[src/rtl/boot_alias_remap_pkg.sv]
package boot_alias_remap_pkg;

   localparam int NUM_TGT = 4;

   typedef enum logic [1:0] {
      TGT_FLASH  = 2'd0,
      TGT_SYSMEM = 2'd1,
      TGT_SRAM   = 2'd2,
      TGT_EXT    = 2'd3
   } alias_tgt_t;

   // strap_lo low picks flash (or system memory when the second-bank option
   // is set); otherwise strap_hi chooses between system memory and SRAM.
   function automatic alias_tgt_t decode_straps(input logic lo,
                                                input logic hi,
                                                input logic alt);
      alias_tgt_t t;
      if (!lo)
         t = alt ? TGT_SYSMEM : TGT_FLASH;
      else if (!hi)
         t = TGT_SYSMEM;
      else
         t = TGT_SRAM;
      return t;
   endfunction

endpackage

[src/rtl/boot_strap_sampler.sv]
module boot_strap_sampler
   import boot_alias_remap_pkg::*;
#(
   parameter int SAMPLE_EDGE = 4
)(
   input  logic       clk,
   input  logic       rst_n,
   input  logic       restart,
   input  logic       pin_lo,
   input  logic       pin_hi,
   input  logic       alt_bank,
   output logic       done,
   output logic       capture,
   output alias_tgt_t decoded
);

   localparam int CW = (SAMPLE_EDGE > 2) ? $clog2(SAMPLE_EDGE) : 1;
   localparam logic [CW-1:0] LAST = CW'(SAMPLE_EDGE - 1);

   logic [CW-1:0] edge_cnt;

   initial begin
      assert (SAMPLE_EDGE >= 1)
         else $error("SAMPLE_EDGE must be at least 1");
   end

   // The capture edge is the SAMPLE_EDGE-th edge since reset release or since
   // the edge that saw a restart pulse.
   assign capture = !done && !restart && (edge_cnt == LAST);
   assign decoded = decode_straps(pin_lo, pin_hi, alt_bank);

   always_ff @(posedge clk or negedge rst_n) begin
      if (!rst_n) begin
         edge_cnt <= '0;
         done     <= 1'b0;
      end else if (restart) begin
         edge_cnt <= '0;
         done     <= 1'b0;
      end else if (!done) begin
         if (edge_cnt == LAST) begin
            edge_cnt <= '0;
            done     <= 1'b1;
         end else begin
            edge_cnt <= edge_cnt + 1'b1;
         end
      end
   end

endmodule

[src/rtl/alias_mode_reg.sv]
module alias_mode_reg
   import boot_alias_remap_pkg::*;
#(
   parameter bit SW_REMAP_EN = 1'b1
)(
   input  logic       clk,
   input  logic       rst_n,
   input  logic       capture,
   input  alias_tgt_t decoded,
   input  logic       sw_allow,
   input  logic       sw_we,
   input  logic [1:0] sw_sel,
   output alias_tgt_t mode
);

   alias_tgt_t mode_q;
   assign mode = mode_q;

   generate
      if (SW_REMAP_EN) begin : g_sw
         // A capture always wins over a software write in the same cycle.
         always_ff @(posedge clk or negedge rst_n) begin
            if (!rst_n)
               mode_q <= TGT_FLASH;
            else if (capture)
               mode_q <= decoded;
            else if (sw_we && sw_allow)
               mode_q <= alias_tgt_t'(sw_sel);
         end
      end else begin : g_fixed
         logic unused_sw;
         assign unused_sw = ^{sw_allow, sw_we, sw_sel};
         always_ff @(posedge clk or negedge rst_n) begin
            if (!rst_n)
               mode_q <= TGT_FLASH;
            else if (capture)
               mode_q <= decoded;
         end
      end
   endgenerate

endmodule

[src/rtl/alias_translator.sv]
module alias_translator
   import boot_alias_remap_pkg::*;
#(
   parameter int              AW         = 32,
   parameter int              WIN_BITS   = 26,
   parameter logic [AW-1:0]   FLASH_BASE = 'h0800_0000,
   parameter logic [AW-1:0]   SYS_BASE   = 'h1FFF_0000,
   parameter logic [AW-1:0]   SRAM_BASE  = 'h2000_0000,
   parameter logic [AW-1:0]   EXT_BASE   = 'h6000_0000,
   parameter logic [AW-1:0]   FLASH_SIZE = 'h0020_0000,
   parameter logic [AW-1:0]   SYS_SIZE   = 'h0000_7800,
   parameter logic [AW-1:0]   SRAM_SIZE  = 'h0002_8000,
   parameter logic [AW-1:0]   EXT_SIZE   = 'h0400_0000
)(
   input  alias_tgt_t  mode,
   input  logic [AW-1:0] addr,
   output logic        hit,
   output logic [AW-1:0] xaddr,
   output logic        err
);

   localparam logic [AW-1:0] BASES [NUM_TGT] = '{FLASH_BASE, SYS_BASE, SRAM_BASE, EXT_BASE};
   localparam logic [AW-1:0] SIZES [NUM_TGT] = '{FLASH_SIZE, SYS_SIZE, SRAM_SIZE, EXT_SIZE};

   logic [AW-1:0]                 offset;
   logic [NUM_TGT-1:0][AW-1:0]    cand_addr;
   logic [NUM_TGT-1:0]            cand_over;

   initial begin
      assert (WIN_BITS >= 1 && WIN_BITS <= AW)
         else $error("WIN_BITS out of range");
   end

   generate
      if (WIN_BITS < AW) begin : g_part
         assign hit    = (addr[AW-1:WIN_BITS] == '0);
         assign offset = {{(AW-WIN_BITS){1'b0}}, addr[WIN_BITS-1:0]};
      end else begin : g_full
         assign hit    = 1'b1;
         assign offset = addr;
      end
   endgenerate

   // One adder and one limit compare per target; the mode picks one of them.
   generate
      for (genvar g = 0; g < NUM_TGT; g++) begin : g_tgt
         assign cand_addr[g] = BASES[g] + offset;
         assign cand_over[g] = (offset >= SIZES[g]);
      end
   endgenerate

   always_comb begin
      if (hit) begin
         xaddr = cand_addr[mode];
         err   = cand_over[mode];
      end else begin
         xaddr = addr;
         err   = 1'b0;
      end
   end

endmodule

[src/rtl/boot_alias_remap.sv]
module boot_alias_remap
   import boot_alias_remap_pkg::*;
#(
   parameter int            AW          = 32,
   parameter int            WIN_BITS    = 26,
   parameter int            SAMPLE_EDGE = 4,
   parameter bit            SW_REMAP_EN = 1'b1,
   parameter logic [AW-1:0] FLASH_BASE  = 'h0800_0000,
   parameter logic [AW-1:0] SYS_BASE    = 'h1FFF_0000,
   parameter logic [AW-1:0] SRAM_BASE   = 'h2000_0000,
   parameter logic [AW-1:0] EXT_BASE    = 'h6000_0000,
   parameter logic [AW-1:0] FLASH_SIZE  = 'h0020_0000,
   parameter logic [AW-1:0] SYS_SIZE    = 'h0000_7800,
   parameter logic [AW-1:0] SRAM_SIZE   = 'h0002_8000,
   parameter logic [AW-1:0] EXT_SIZE    = 'h0400_0000
)(
   input  logic          clk,
   input  logic          rst_n,
   input  logic          strap_lo,
   input  logic          strap_hi,
   input  logic          alt_bank_boot,
   input  logic          standby_exit,
   input  logic          remap_we,
   input  logic [1:0]    remap_sel,
   input  logic          req_valid,
   input  logic [AW-1:0] req_addr,
   output logic          fetch_en,
   output logic          rsp_valid,
   output logic          rsp_hit,
   output logic [1:0]    rsp_sel,
   output logic [AW-1:0] rsp_addr,
   output logic          rsp_err
);

   logic          done;
   logic          capture;
   alias_tgt_t    decoded;
   alias_tgt_t    mode;
   logic          accept;
   logic          x_hit;
   logic          x_err;
   logic [AW-1:0] x_addr;

   boot_strap_sampler #(
      .SAMPLE_EDGE (SAMPLE_EDGE)
   ) u_sampler (
      .clk      (clk),
      .rst_n    (rst_n),
      .restart  (standby_exit),
      .pin_lo   (strap_lo),
      .pin_hi   (strap_hi),
      .alt_bank (alt_bank_boot),
      .done     (done),
      .capture  (capture),
      .decoded  (decoded)
   );

   alias_mode_reg #(
      .SW_REMAP_EN (SW_REMAP_EN)
   ) u_mode (
      .clk      (clk),
      .rst_n    (rst_n),
      .capture  (capture),
      .decoded  (decoded),
      .sw_allow (done && !standby_exit),
      .sw_we    (remap_we),
      .sw_sel   (remap_sel),
      .mode     (mode)
   );

   alias_translator #(
      .AW         (AW),
      .WIN_BITS   (WIN_BITS),
      .FLASH_BASE (FLASH_BASE),
      .SYS_BASE   (SYS_BASE),
      .SRAM_BASE  (SRAM_BASE),
      .EXT_BASE   (EXT_BASE),
      .FLASH_SIZE (FLASH_SIZE),
      .SYS_SIZE   (SYS_SIZE),
      .SRAM_SIZE  (SRAM_SIZE),
      .EXT_SIZE   (EXT_SIZE)
   ) u_xlat (
      .mode  (mode),
      .addr  (req_addr),
      .hit   (x_hit),
      .xaddr (x_addr),
      .err   (x_err)
   );

   assign fetch_en = done;
   assign accept   = req_valid && done;

   always_ff @(posedge clk or negedge rst_n) begin
      if (!rst_n) begin
         rsp_valid <= 1'b0;
         rsp_hit   <= 1'b0;
         rsp_sel   <= 2'd0;
         rsp_addr  <= '0;
         rsp_err   <= 1'b0;
      end else begin
         rsp_valid <= accept;
         if (accept) begin
            rsp_hit  <= x_hit;
            rsp_sel  <= mode;
            rsp_addr <= x_addr;
            rsp_err  <= x_err;
         end
      end
   end

endmodule

[config.mk]
export PLATFORM = sky130hd
export DESIGN_NAME = boot_alias_remap
export DESIGN_NICKNAME = d
export VERILOG_FILES = /design/src/rtl/boot_alias_remap_pkg.sv /design/src/rtl/boot_strap_sampler.sv /design/src/rtl/alias_mode_reg.sv /design/src/rtl/alias_translator.sv /design/src/rtl/boot_alias_remap.sv
export SDC_FILE = /design/constraint.sdc
export NUM_CORES = 1
export LEC_CHECK = 0
export BUFFER_PORTS_ARGS = -buffer_cell sky130_fd_sc_hd__clkbuf_2
export CAP_MARGIN = 20
export CORE_ASPECT_RATIO = 0.8
export CORE_MARGIN = 1
export CORE_UTILIZATION = 54
export CTS_BUF_LIST = sky130_fd_sc_hd__clkbuf_2 sky130_fd_sc_hd__clkbuf_4 sky130_fd_sc_hd__clkbuf_8
export DETAILED_ROUTE_END_ITERATION = 12
export PLACE_DENSITY = 0.87
export SLEW_MARGIN = 20
export SYNTH_ARGS = -nofsm -noshare
export SYNTH_HDL_FRONTEND = slang
export SYNTH_SLANG_ARGS = --single-unit
export TNS_END_PERCENT = 20
[constraint.sdc]
create_clock -name clk -period 4.81 [get_ports clk]
set_input_delay 0.481 -clock clk [delete_from_list [all_inputs] [get_ports clk]]
set_output_delay 0.481 -clock clk [all_outputs]
set_load 0.01 [all_outputs]
==> reports/metrics.yaml <==
floorplan:
  die_h_um: 57.4
  core-area_um2: 3540
  die-area_um2: 4080
  start_util_pct: 58.4
  die_x_um: 71.2
  ios: 80
  rows: 19
clocking:
  clockBufferDepth: 2
  cts_tree: "done"
  clk_latency_ps: 280
  clk_pin_slew_ps: 70
  numCtsBuffers: 5
  cts-resized-gates: 0
  cts_root_buf: "clkbuf_8"
  cts_num_sinks: 42
  cts_max_level: 2
  cts_hold_buffers: 0
  postCtsSetupRepairBufs: 0
timing:
  clock.fmax_mhz: 446
  rsz0062_at_grt: "no"
  finalCritPeriodShare_pct: 46.6
  period_minus_slack_ps: 2240
  fin_skew_ps: 2.07
  final-max-slew-violation-count: 0
  setup_viol: 0
  hold_violations: 0
  setup_tns_ps: 0
  slew_headroom_pct: 39.0
  tightest_slew_ps: 915
worst_setup_path:
  cp_data_arrival_time_ps: 2460
  crit_path_start_kind: "flop"
  required_ps: 5030
  timing.rr.end: "rsp_addr[27]"
  cp-end-kind: "flop"
  worstReg2RegStart: "u_sampler.done"
  ff2ff_path_depth: 6
  r2r_slack_ps: 2570
  path_class: "flop to flop"
  path_max_fanout: 42
drt:
  post-route-drc-count: 4
  via_per_inst: 5.42
  firstDrtPassIters: 8
  totalWireLength_mm: 4.64
  wl_per_cell_um: 13.2
  num_vias: 1904
  ant_nets: 0
  drt_iter0_markers: 124
layout:
  final_cells: 351
  utilization_pct: 72.4
  drive_gt1_share_pct: 30.4
  multi_input_area_um2: 957
  regArea_um2: 1050
  area_delta_synth_final_pct: 24.1
  fillers: 290
  fin_nets: 356
  diodes: 0
yosys:
  syn_inst: 231
  yosys_warnings: 0
  ys_ff_latch: 42
  synthMuxAreaShare_pct: 2.00
  synth_cell_types: 37
  synthSimpleGateAreaFrac_pct: 29.0
  netlist.area_leader.share_pct: 50.8
  synth-edff-count: 0
  synthTopCellsByArea: "dfrtp_1, nand2_1, ha_1"
  synth_xor_area_share_pct: 2.12
  synth.yosys.seq_area_share_pct: 50.8
  synth-main-ff-cell: "dfrtp_1"
  syn-cell-area_um2: 2070
  yosysMostFrequentCell: "nand2_1"
  avgSynthCellArea_um2: 8.95
  synth_top_cell_by_area: "dfrtp_1"
  synthesis.nets: 278
  synth_top_family_by_area: "simple AND/OR/NAND/NOR gates"
  synth_compound_area_share_pct: 10.1
  async_reset_ff_share_pct: 100
  yosys-top-cells-count: "nand2_1, dfrtp_1, nor2_1"
  synth_fa_ha_area_share_pct: 3.02
min_path:
  hp-class: "input port to asynchronous set/reset pin"
placed_design:
  gp_congestion: 0.885
  placedCellCount: 344
  dp_hpwl_mm: 3.40
  portBuffers: 79
grt:
  grt_start_max_net_pins: 43
  antenna_found_initial: 0
  grt_use_total_pct: 24.3
  first_global_vias: 1724
  grt_first_pass_wirelength_mm: 7.73
  overflow: 0
pwr:
  vdd_drop_max_mv: 0.331
  leakage_nw: 1.34
  powerDensity_nw_per_um2: 487
outcome:
  violations: "design-rule violations"
  outcome: "finished with violations"
flow_run:
  maxCapViolCount: 0
-- registers in the layout, summed over array words and instances, names as in the netlist --
| signal | count |
|---|---|
| u_sampler.done | 1 |
| rsp_err | 1 |
| rsp_valid | 1 |
| u_mode.mode | 2 |
| rsp_hit | 1 |
| u_sampler.edge_cnt | 2 |
| rsp_sel | 2 |
| rsp_addr | 32 |
-- cell type report --
type	count	area share, %
multi-input combinational	175	37.3
clock buffer	7	3.27
sequential	42	41.0
tap	42	2.05
inverter	5	0.731
timing repair buffer	80	15.7
-- metal layers --
layer | vias to the layer above | GRT usage (%) | wire length, um | share of wire (%)
met5 | - | 0 | 0 | 0
met4 | 0 | 5.14 | 17 | 0.37
met3 | 2 | 6.01 | 380 | 8.2
met2 | 79 | 39.3 | 2100 | 45
met1 | 872 | 33.6 | 2140 | 46
li1 | 951 | - | - | -
-- cells in the final DEF (no fill, tap or decap), types with 2 or more instances in the layout --
master,netlist,routed
nor3_1,6,6
o31ai_1,4,4
xor2_1,4,4
ha_1,5,5
o21ai_0,12,12
dfrtp_1,42,42
nor2_1,15,15
nand4_1,4,4
clkbuf_8,0,5
inv_1,5,5
nand2_1,73,73
nor4_1,4,4
a21oi_1,7,7
and3_1,2,2
or4_1,4,4
nand3_1,6,6
a31oi_1,8,8
clkbuf_4,0,2
clkbuf_2,0,78
mux2i_1,3,3
-- where the power goes --
part / leakage (nW) / switching, mW / total, mW / internal, mW
sequential: 0.526 / 0.103 / 0.607 / 0.504
combinational: 0.770 / 0.238 / 0.424 / 0.186
clock: 0.0452 / 0.108 / 0.219 / 0.111
-- metrics by stage --
stage	setup slack (ps)	total power, mW	instance area (um2)	hold slack (ps)
global placement	2560	1.02	2480	462
CTS	2590	1.26	2570	396
detailed placement	2490	1.04	2480	466
global route	2330	1.35	2570	407
finish	2570	1.25	2570	324
floorplan	2720	0.835	2070	185
-- critical path, cell delays in order (launching register included) --
cell     delay, ps
dfrtp_1        470
nand2_1         80
buf_4          260
inv_1          680
nand3_1        260
a211o_1        340
nand3_1         70
-- worst max-delay path by stage --
| stage | startpoint | to | slack, ps | depth (start not counted) |
|---|---|---|---|---|
| 6_report | u_sampler.done | rsp_addr[27] | 2570 | 6 |
| 5_1_grt | u_sampler.done | rsp_addr[27] | 2330 | 6 |
| 4_1_cts | u_sampler.done | rsp_addr[27] | 2590 | 6 |
| 3_5_place_dp | req_addr[16] | rsp_addr[22] | 2490 | 7 |
| 3_3_place_gp | req_addr[16] | rsp_addr[24] | 2560 | 7 |
| 2_1_floorplan | req_addr[16] | rsp_addr[22] | 2720 | 6 |
-- cells by family (layout without fill, tap and decap cells) --
kind of cell | Yosys count | in the layout
multiplexers | 4 | 4
XOR/XNOR | 5 | 5
AO/OA/AOI/OAI | 35 | 35
adder cells (fa/ha/maj) | 5 | 5
flip-flops | 42 | 42
AND/OR/NAND/NOR | 126 | 126
buffers and inverters | 14 | 92
(Power assumes the default switching activity.)
